`config.mk`:
```
export PLATFORM = sky130hd
export DESIGN_NAME = fxadd_unit
export DESIGN_NICKNAME = d
export VERILOG_FILES = /design/src/rtl/fxa_pkg.sv /design/src/rtl/fxa_opsel.sv /design/src/rtl/fxa_adder.sv /design/src/rtl/fxa_flags.sv /design/src/rtl/fxadd_unit.sv
export SDC_FILE = /design/constraint.sdc
export NUM_CORES = 1
export LEC_CHECK = 0
export ABC_AREA = 1
export ABC_CLOCK_PERIOD_IN_PS = 5880
export BUFFER_PORTS_ARGS = -buffer_cell sky130_fd_sc_hd__buf_2
export CAP_MARGIN = 20
export CORE_MARGIN = 10
export CORE_UTILIZATION = 30
export CTS_BUF_LIST = sky130_fd_sc_hd__clkbuf_8
export CTS_CLUSTER_SIZE = 16
export DETAILED_ROUTE_END_ITERATION = 6
export PLACE_DENSITY = 0.56
export SLEW_MARGIN = 0
export SYNTH_ARGS = -nofsm -noshare
export SYNTH_HDL_FRONTEND = slang
export SYNTH_SLANG_ARGS = --single-unit
```
`constraint.sdc`:
```
create_clock -name clk -period 5.88 [get_ports clk]
set_input_delay 0.294 -clock clk [delete_from_list [all_inputs] [get_ports clk]]
set_output_delay 0.294 -clock clk [all_outputs]
set_load 0.1 [all_outputs]
```
`src/rtl/fxa_pkg.sv`:
```
package fxa_pkg;

    typedef enum logic [4:0] {
        OP_ADD      = 5'd0,
        OP_SUBF     = 5'd1,
        OP_ADDI     = 5'd2,
        OP_ADDIS    = 5'd3,
        OP_ADDPCIS  = 5'd4,
        OP_ADDIC    = 5'd5,
        OP_ADDIC_CR = 5'd6,
        OP_SUBFIC   = 5'd7,
        OP_ADDC     = 5'd8,
        OP_SUBFC    = 5'd9,
        OP_ADDE     = 5'd10,
        OP_SUBFE    = 5'd11,
        OP_ADDME    = 5'd12,
        OP_SUBFME   = 5'd13,
        OP_ADDZE    = 5'd14,
        OP_SUBFZE   = 5'd15,
        OP_NEG      = 5'd16,
        OP_ADDEX    = 5'd17
    } fxa_op_e;

    typedef enum logic [2:0] {
        YS_REG, YS_SIMM, YS_SIMM_HI, YS_ONES, YS_ZERO
    } fxa_ysrc_e;

    typedef enum logic [1:0] {
        CI_ZERO, CI_ONE, CI_CA, CI_OV
    } fxa_cin_e;

    typedef struct packed {
        logic      x_from_nia;
        logic      x_inv;
        fxa_ysrc_e y_src;
        fxa_cin_e  cin_sel;
        logic      set_ca;
        logic      oe_form;
        logic      rc_form;
        logic      force_cr;
        logic      ov_carry;
    } fxa_ctrl_t;

    typedef struct packed {
        logic       ca;
        logic       ca32;
        logic       ov;
        logic       ov32;
        logic       so;
        logic [3:0] cr0;
    } fxa_flags_t;

    typedef struct packed {
        logic ca;
        logic ov;
        logic so;
        logic cr;
    } fxa_we_t;

    function automatic fxa_ctrl_t fxa_decode(input logic [4:0] op);
        fxa_ctrl_t c;
        c = '{x_from_nia: 1'b0, x_inv: 1'b0, y_src: YS_REG, cin_sel: CI_ZERO,
              set_ca: 1'b0, oe_form: 1'b0, rc_form: 1'b0, force_cr: 1'b0,
              ov_carry: 1'b0};
        case (op)
            OP_ADD:      begin c.oe_form = 1'b1; c.rc_form = 1'b1; end
            OP_SUBF:     begin c.x_inv = 1'b1; c.cin_sel = CI_ONE;
                               c.oe_form = 1'b1; c.rc_form = 1'b1; end
            OP_ADDI:     c.y_src = YS_SIMM;
            OP_ADDIS:    c.y_src = YS_SIMM_HI;
            OP_ADDPCIS:  begin c.x_from_nia = 1'b1; c.y_src = YS_SIMM_HI; end
            OP_ADDIC:    begin c.y_src = YS_SIMM; c.set_ca = 1'b1; end
            OP_ADDIC_CR: begin c.y_src = YS_SIMM; c.set_ca = 1'b1;
                               c.force_cr = 1'b1; end
            OP_SUBFIC:   begin c.x_inv = 1'b1; c.y_src = YS_SIMM;
                               c.cin_sel = CI_ONE; c.set_ca = 1'b1; end
            OP_ADDC:     begin c.set_ca = 1'b1; c.oe_form = 1'b1; c.rc_form = 1'b1; end
            OP_SUBFC:    begin c.x_inv = 1'b1; c.cin_sel = CI_ONE; c.set_ca = 1'b1;
                               c.oe_form = 1'b1; c.rc_form = 1'b1; end
            OP_ADDE:     begin c.cin_sel = CI_CA; c.set_ca = 1'b1;
                               c.oe_form = 1'b1; c.rc_form = 1'b1; end
            OP_SUBFE:    begin c.x_inv = 1'b1; c.cin_sel = CI_CA; c.set_ca = 1'b1;
                               c.oe_form = 1'b1; c.rc_form = 1'b1; end
            OP_ADDME:    begin c.y_src = YS_ONES; c.cin_sel = CI_CA; c.set_ca = 1'b1;
                               c.oe_form = 1'b1; c.rc_form = 1'b1; end
            OP_SUBFME:   begin c.x_inv = 1'b1; c.y_src = YS_ONES; c.cin_sel = CI_CA;
                               c.set_ca = 1'b1; c.oe_form = 1'b1; c.rc_form = 1'b1; end
            OP_ADDZE:    begin c.y_src = YS_ZERO; c.cin_sel = CI_CA; c.set_ca = 1'b1;
                               c.oe_form = 1'b1; c.rc_form = 1'b1; end
            OP_SUBFZE:   begin c.x_inv = 1'b1; c.y_src = YS_ZERO; c.cin_sel = CI_CA;
                               c.set_ca = 1'b1; c.oe_form = 1'b1; c.rc_form = 1'b1; end
            OP_NEG:      begin c.x_inv = 1'b1; c.y_src = YS_ZERO; c.cin_sel = CI_ONE;
                               c.oe_form = 1'b1; c.rc_form = 1'b1; end
            OP_ADDEX:    begin c.cin_sel = CI_OV; c.ov_carry = 1'b1; end
            default:     ;
        endcase
        return c;
    endfunction

endpackage

```
`src/rtl/fxa_opsel.sv`:
```
module fxa_opsel
    import fxa_pkg::*;
#(
    parameter int unsigned XLEN = 64,
    parameter int unsigned IMMW = 16
) (
    input  fxa_ctrl_t        ctrl,
    input  logic [XLEN-1:0]  a,
    input  logic [XLEN-1:0]  b,
    input  logic [XLEN-1:0]  nia,
    input  logic [IMMW-1:0]  imm,
    input  logic             ca_in,
    input  logic             ov_in,
    output logic [XLEN-1:0]  x,
    output logic [XLEN-1:0]  y,
    output logic             cin
);
    localparam int unsigned LO_EXT = XLEN - IMMW;
    localparam int unsigned HI_EXT = XLEN - 2 * IMMW;

    logic [XLEN-1:0] simm_lo;
    logic [XLEN-1:0] simm_hi;
    logic [XLEN-1:0] x_base;

    assign simm_lo = {{LO_EXT{imm[IMMW-1]}}, imm};
    assign simm_hi = {{HI_EXT{imm[IMMW-1]}}, imm, {IMMW{1'b0}}};
    assign x_base  = ctrl.x_from_nia ? nia : a;
    assign x       = ctrl.x_inv ? ~x_base : x_base;

    always_comb begin
        case (ctrl.y_src)
            YS_REG:     y = b;
            YS_SIMM:    y = simm_lo;
            YS_SIMM_HI: y = simm_hi;
            YS_ONES:    y = '1;
            default:    y = '0;
        endcase
    end

    always_comb begin
        case (ctrl.cin_sel)
            CI_ONE:  cin = 1'b1;
            CI_CA:   cin = ca_in;
            CI_OV:   cin = ov_in;
            default: cin = 1'b0;
        endcase
    end
endmodule

```
`src/rtl/fxa_adder.sv`:
```
module fxa_adder #(
    parameter int unsigned XLEN = 64,
    parameter int unsigned WLEN = 32
) (
    input  logic [XLEN-1:0] x,
    input  logic [XLEN-1:0] y,
    input  logic            cin,
    output logic [XLEN-1:0] sum,
    output logic            c_full,
    output logic            c_word,
    output logic            v_full,
    output logic            v_word
);
    localparam int unsigned HLEN = XLEN - WLEN;

    logic [WLEN:0] lo_sum;

    assign lo_sum = {1'b0, x[WLEN-1:0]} + {1'b0, y[WLEN-1:0]} + {{WLEN{1'b0}}, cin};
    assign c_word = lo_sum[WLEN];
    assign sum[WLEN-1:0] = lo_sum[WLEN-1:0];
    assign v_word = (x[WLEN-1] == y[WLEN-1]) && (lo_sum[WLEN-1] != x[WLEN-1]);

    generate
        if (HLEN > 0) begin : g_upper
            logic [HLEN:0] hi_sum;
            assign hi_sum = {1'b0, x[XLEN-1:WLEN]} + {1'b0, y[XLEN-1:WLEN]}
                          + {{HLEN{1'b0}}, c_word};
            assign sum[XLEN-1:WLEN] = hi_sum[HLEN-1:0];
            assign c_full = hi_sum[HLEN];
            assign v_full = (x[XLEN-1] == y[XLEN-1]) && (hi_sum[HLEN-1] != x[XLEN-1]);
        end else begin : g_single
            assign c_full = c_word;
            assign v_full = v_word;
        end
    endgenerate
endmodule

```
`src/rtl/fxa_flags.sv`:
```
module fxa_flags
    import fxa_pkg::*;
#(
    parameter int unsigned XLEN = 64,
    parameter int unsigned WLEN = 32
) (
    input  fxa_ctrl_t       ctrl,
    input  logic            oe,
    input  logic            rc,
    input  logic            mode64,
    input  logic            so_in,
    input  logic [XLEN-1:0] sum,
    input  logic            c_full,
    input  logic            c_word,
    input  logic            v_full,
    input  logic            v_word,
    output fxa_flags_t      flags,
    output fxa_we_t         we
);
    localparam int unsigned SEXT = XLEN - WLEN;

    logic [XLEN-1:0] cmp_val;
    logic            carry_sel;
    logic            ovf_sel;
    logic            lt;
    logic            eq;

    assign carry_sel = mode64 ? c_full : c_word;
    assign ovf_sel   = mode64 ? v_full : v_word;
    assign cmp_val   = mode64 ? sum : {{SEXT{sum[WLEN-1]}}, sum[WLEN-1:0]};
    assign lt        = cmp_val[XLEN-1];
    assign eq        = (cmp_val == '0);

    always_comb begin
        we.ca      = ctrl.set_ca;
        we.cr      = ctrl.force_cr | (ctrl.rc_form & rc);
        we.ov      = 1'b0;
        we.so      = 1'b0;
        flags.ca   = carry_sel;
        flags.ca32 = c_word;
        flags.ov   = ovf_sel;
        flags.ov32 = v_word;
        flags.so   = so_in;
        if (ctrl.ov_carry) begin
            flags.ov   = carry_sel;
            flags.ov32 = c_word;
            we.ov      = 1'b1;
        end else if (ctrl.oe_form && oe) begin
            flags.so   = so_in | ovf_sel;
            we.ov      = 1'b1;
            we.so      = 1'b1;
        end
        flags.cr0 = {lt, !lt && !eq, eq, flags.so};
    end
endmodule

```
`src/rtl/fxadd_unit.sv`:
```
module fxadd_unit
    import fxa_pkg::*;
#(
    parameter int unsigned XLEN = 64,
    parameter int unsigned WLEN = 32,
    parameter int unsigned IMMW = 16,
    parameter int unsigned OPW  = 5
) (
    input  logic            clk,
    input  logic            rst,
    input  logic            in_valid,
    input  logic [OPW-1:0]  op_code,
    input  logic [XLEN-1:0] opnd_a,
    input  logic [XLEN-1:0] opnd_b,
    input  logic [IMMW-1:0] imm16,
    input  logic [XLEN-1:0] next_ia,
    input  logic            oe_en,
    input  logic            rc_en,
    input  logic            mode64,
    input  logic            ca_in,
    input  logic            ov_in,
    input  logic            so_in,
    output logic            out_valid,
    output logic [XLEN-1:0] result,
    output logic            ca_out,
    output logic            ca32_out,
    output logic            ov_out,
    output logic            ov32_out,
    output logic            so_out,
    output logic [3:0]      cr0_out,
    output logic            ca_we,
    output logic            ov_we,
    output logic            so_we,
    output logic            cr0_we
);
    fxa_ctrl_t       ctrl;
    logic [XLEN-1:0] x_opnd;
    logic [XLEN-1:0] y_opnd;
    logic            cin;
    logic [XLEN-1:0] sum;
    logic            c_full, c_word, v_full, v_word;
    fxa_flags_t      flags_d, flags_q;
    fxa_we_t         we_d, we_q;
    logic [XLEN-1:0] res_q;
    logic            vld_q;

    assign ctrl = fxa_decode(op_code);

    fxa_opsel #(.XLEN(XLEN), .IMMW(IMMW)) u_opsel (
        .ctrl(ctrl), .a(opnd_a), .b(opnd_b), .nia(next_ia), .imm(imm16),
        .ca_in(ca_in), .ov_in(ov_in), .x(x_opnd), .y(y_opnd), .cin(cin)
    );

    fxa_adder #(.XLEN(XLEN), .WLEN(WLEN)) u_adder (
        .x(x_opnd), .y(y_opnd), .cin(cin), .sum(sum),
        .c_full(c_full), .c_word(c_word), .v_full(v_full), .v_word(v_word)
    );

    fxa_flags #(.XLEN(XLEN), .WLEN(WLEN)) u_flags (
        .ctrl(ctrl), .oe(oe_en), .rc(rc_en), .mode64(mode64), .so_in(so_in),
        .sum(sum), .c_full(c_full), .c_word(c_word), .v_full(v_full),
        .v_word(v_word), .flags(flags_d), .we(we_d)
    );

    always_ff @(posedge clk) begin
        if (rst) begin
            vld_q   <= 1'b0;
            res_q   <= '0;
            flags_q <= '0;
            we_q    <= '0;
        end else begin
            vld_q <= in_valid;
            if (in_valid) begin
                res_q   <= sum;
                flags_q <= flags_d;
                we_q    <= we_d;
            end else begin
                we_q    <= '0;
            end
        end
    end

    assign out_valid = vld_q;
    assign result    = res_q;
    assign ca_out    = flags_q.ca;
    assign ca32_out  = flags_q.ca32;
    assign ov_out    = flags_q.ov;
    assign ov32_out  = flags_q.ov32;
    assign so_out    = flags_q.so;
    assign cr0_out   = flags_q.cr0;
    assign ca_we     = we_q.ca;
    assign ov_we     = we_q.ov;
    assign so_we     = we_q.so;
    assign cr0_we    = we_q.cr;

    AST_ONE_CYCLE_LATENCY: assert property (@(posedge clk) disable iff (rst)
        in_valid |=> out_valid);
    AST_IDLE_NO_WRITE: assert property (@(posedge clk) disable iff (rst)
        !out_valid |-> !(ca_we || ov_we || so_we || cr0_we));
    AST_PLAIN_KEEPS_CA: assert property (@(posedge clk) disable iff (rst)
        out_valid && ($past(op_code) == OP_ADD || $past(op_code) == OP_SUBF
                      || $past(op_code) == OP_NEG) |-> !ca_we);
    AST_CA_NARROW_MODE: assert property (@(posedge clk) disable iff (rst)
        out_valid && !$past(mode64) |-> ca_out == ca32_out);
    AST_OE_GATES_OV: assert property (@(posedge clk) disable iff (rst)
        out_valid && !$past(oe_en) && $past(op_code) != OP_ADDEX |-> !ov_we);
    AST_SO_NEVER_CLEARED: assert property (@(posedge clk) disable iff (rst)
        out_valid && $past(so_in) |-> so_out);
    AST_CR_SO_COPY: assert property (@(posedge clk) disable iff (rst)
        out_valid && cr0_we |-> cr0_out[0] == so_out);
    AST_CR_ONE_RELATION: assert property (@(posedge clk) disable iff (rst)
        out_valid && cr0_we |-> $countones(cr0_out[3:1]) == 1);
    AST_OVCARRY_WRITES: assert property (@(posedge clk) disable iff (rst)
        out_valid && $past(op_code) == OP_ADDEX
        |-> ov_we && !ca_we && !so_we && !cr0_we);
endmodule

```
==> flow_summary_export.csv <==
group,metric,value,unit
status,outcome,"complete, no violations",
synth,muxShareOfSynthArea,0.326,%
cts,hold_buffers,0,
floorplanning,io_pins,300,
placement,placed_area,12000,um^2
synth,synth_top_family_by_area,"simple AND/OR/NAND/NOR gates",
synth,synth-simple-area-share,44.1,%
synth,syn_avg_cell_area,5.40,um^2
drt,dr.pass1.iters,6,
finish,fin_cells,2578,
cts,cts_tree,"done",
drt,drt_iter0_markers,896,
synth,synthArstFlopShare,0,%
synth,synth_top_area_cell,"nand2_1",
synth,synth_seq_cells,77,
setup_path,criticalPathCategory,"in -> reg",
timing,tightest_slew,1000,ps
timing,drv_slew,0,
placement,dpl.cell_count,2561,
timing,setup-tns-final,0,ps
drt,drc,0,
placement,gp_congestion,0.915,
synth,synth_area_leaders,"nand2_1 (28%), dfxtp_1 (15%), inv_1 (9.8%)",
synth,ys_types,47,
finish,syn2layout_area_growth,22.5,%
drt,drt-total-wl,43600,um
global_route,grt_use_total,20.6,%
finish,finish.utilization,37.4,%
cts,path_clk_slew,110,ps
setup_path,crit_path_frequent_cell,"nand2_1",
global_route,grt.overflow.total,0,
timing,finalSetupViolCount,0,
timing,finalCriticalPeriod,5260,ps
synth,yosys_warnings,0,
cts,numCtsBuffers,9,
synth,ys_seq_area_share,15.4,%
timing,max_slew_margin,33.3,%
floorplanning,die-width,202,um
setup_path,critPathMaxStageDelay,460,ps
setup_path,critPathCaptureType,"register",
cts,clock_path_buffers,2,
synth,yosysMostFrequentCell,"nand2_1",
finish,drive_above_1_share,17.2,%
floorplanning,coreArea,32700,um^2
setup_path,critical_path.startpoint_type,"primary input",
floorplanning,start_util,30.6,%
placement,pre_cts_slack,335,ps
synth,synth_flop_cell,"dfxtp_1",
setup_path,slowest_stage,"fa_1",
synth,synth-edff-count,0,
drt,wl_per_cell,16.9,um
setup_path,required,6100,ps
timing,rsz0062_at_grt,"false",
setup_path,crit_arrival,5480,ps
placement,io_buffers,299,
timing,fin_crit_sh,89.5,%
synth,synth_top_area_share,28.1,%
setup_path,worstPathMaxFanout,15,
synth,synth_common_cells,"nand2_1 (749), inv_1 (261), nor2_1 (192)",
floorplanning,die_y,202,um
synth,synth_xor_area_share,7.08,%
global_route,grt_start_max_net_pins,96,
drt,via_per_inst,4.74,
cts,ctsResizeCount,0,
global_route,grt_first_pass_wirelength,67400,um
timing,fmax,0.190,GHz
finish,final_cell_area,12200,um^2
power_and_ir_drop,peakVddDrop,174,uV
placement,dp_hpwl,37800,um
synth,synthesis.instances,1851,
job,drv_cap,0,
power_and_ir_drop,leakagePower,7.54,nW
global_route,grt_pass1_vias,11600,
timing,setup_ws,616,ps
drt,drtAntennaViolNets,0,
cts,cts_setup_buffers,0,
timing,hold_slack,145,ps
cts,htree_levels,3,
floorplanning,rows,66,
min_path,hp-class,"in -> reg",
cts,cts_sinks,77,
timing,finClkSkew,0,ps
finish,nets,2417,
timing,final-hold-violation-count,0,
power_and_ir_drop,power_density,302,nW/um^2
synth,synthAdderAreaFrac,8.37,%
floorplanning,fp.dieArea,41000,um^2
finish,n_fill_cell,3788,
synth,syn_nets,2138,
global_route,antenna_found_initial,3,
power_and_ir_drop,power,3.69,mW
cts,worstSkewPairLatency,360,ps
drt,vias,12200,
synth,synth_compound_area_share,12.1,%
cts,cts_root_buf,"clkbuf_8",
synth,synthesis.area,9990,um^2
[cell type report]
type / count / area, um^2 / share of cell area (%)
Antenna cell: 1 / 2.50 / 0.0205
Inverter: 268 / 1010 / 8.22
Sequential cell: 77 / 1540 / 12.6
Clock buffer: 9 / 124 / 1.01
Timing Repair Buffer: 327 / 1730 / 14.2
Multi-Input combinational cell: 1447 / 7210 / 58.9
Tap cell: 442 / 553 / 4.52
Clock inverter: 7 / 65.1 / 0.532
[registers in the layout, summed over array words and instances (netlist names)]
signal,count
ov_out,1
so_we,1
cr0_we,1
result,64
out_valid,1
ca_we,1
cr0_out,4
ov_we,1
ca32_out,1
ov32_out,1
ca_out,1
[layer usage]
layer  vias up  wire (um)  track usage, %  part of all wire [%]
li1       6326          -               -                     -
met1      5438      21400            29.6                    49
met2       413      18400            31.2                    42
met3        34       3250            4.39                   7.4
met4         4        499            3.54                   1.1
met5         -         31               0                 0.071
[worst max-delay path, delay by kind of cell]
family | cells | cell delay [ps]
fa+ha+maj | 3 | 1110
compound gates | 4 | 800
buf+inv | 5 | 600
simple gates | 25 | 2670
[cells by family after synthesis]
logic type | count (synthesis)
XOR/XNOR | 79
adder cells (fa/ha/maj) | 65
AO/OA/AOI/OAI | 202
multiplexers | 2
flip-flops | 77
AND/OR/NAND/NOR | 1099
buffers and inverters | 327
[layout by cell type, fill, tap and decap left out, types with 11 or more instances in the layout]
cell type and count:
buf_4 26, o211ai_1 25, nand3b_1 13, o21ai_0 71, nand3_1 103, nor2_1 192, nand4_1 18, a21oi_1 66
xor2_1 66, dfxtp_1 77, a221o_1 15, ha_1 62, inv_1 260, buf_2 299, nand2_1 748, xnor2_1 11
[path summary, 6_finish.rpt]
path / endpoint / start / slack (ps) / cells after the start
min: cr0_we$_SDFF_PP0_ / rc_en / 150 / 3
min reg2reg: cr0_out[2]$_SDFFE_PP0P_ / cr0_out[2]$_SDFFE_PP0P_ / 480 / 2
max: cr0_out[2]$_SDFFE_PP0P_ / op_code[1] / 620 / 37
max reg2reg: ov32_out$_SDFFE_PP0P_ / ov32_out$_SDFFE_PP0P_ / 5110 / 4
[power by group]
| part | internal [mW] | switching (mW) | leakage, nW |
|---|---|---|---|
| clock | 0.164 | 0.257 | 0.0943 |
| sequential | 0.598 | 0.0492 | 0.639 |
| combinational | 0.706 | 1.92 | 6.81 |
| total | 1.47 | 2.23 | 7.54 |
Power figures use the tool's default switching activity.
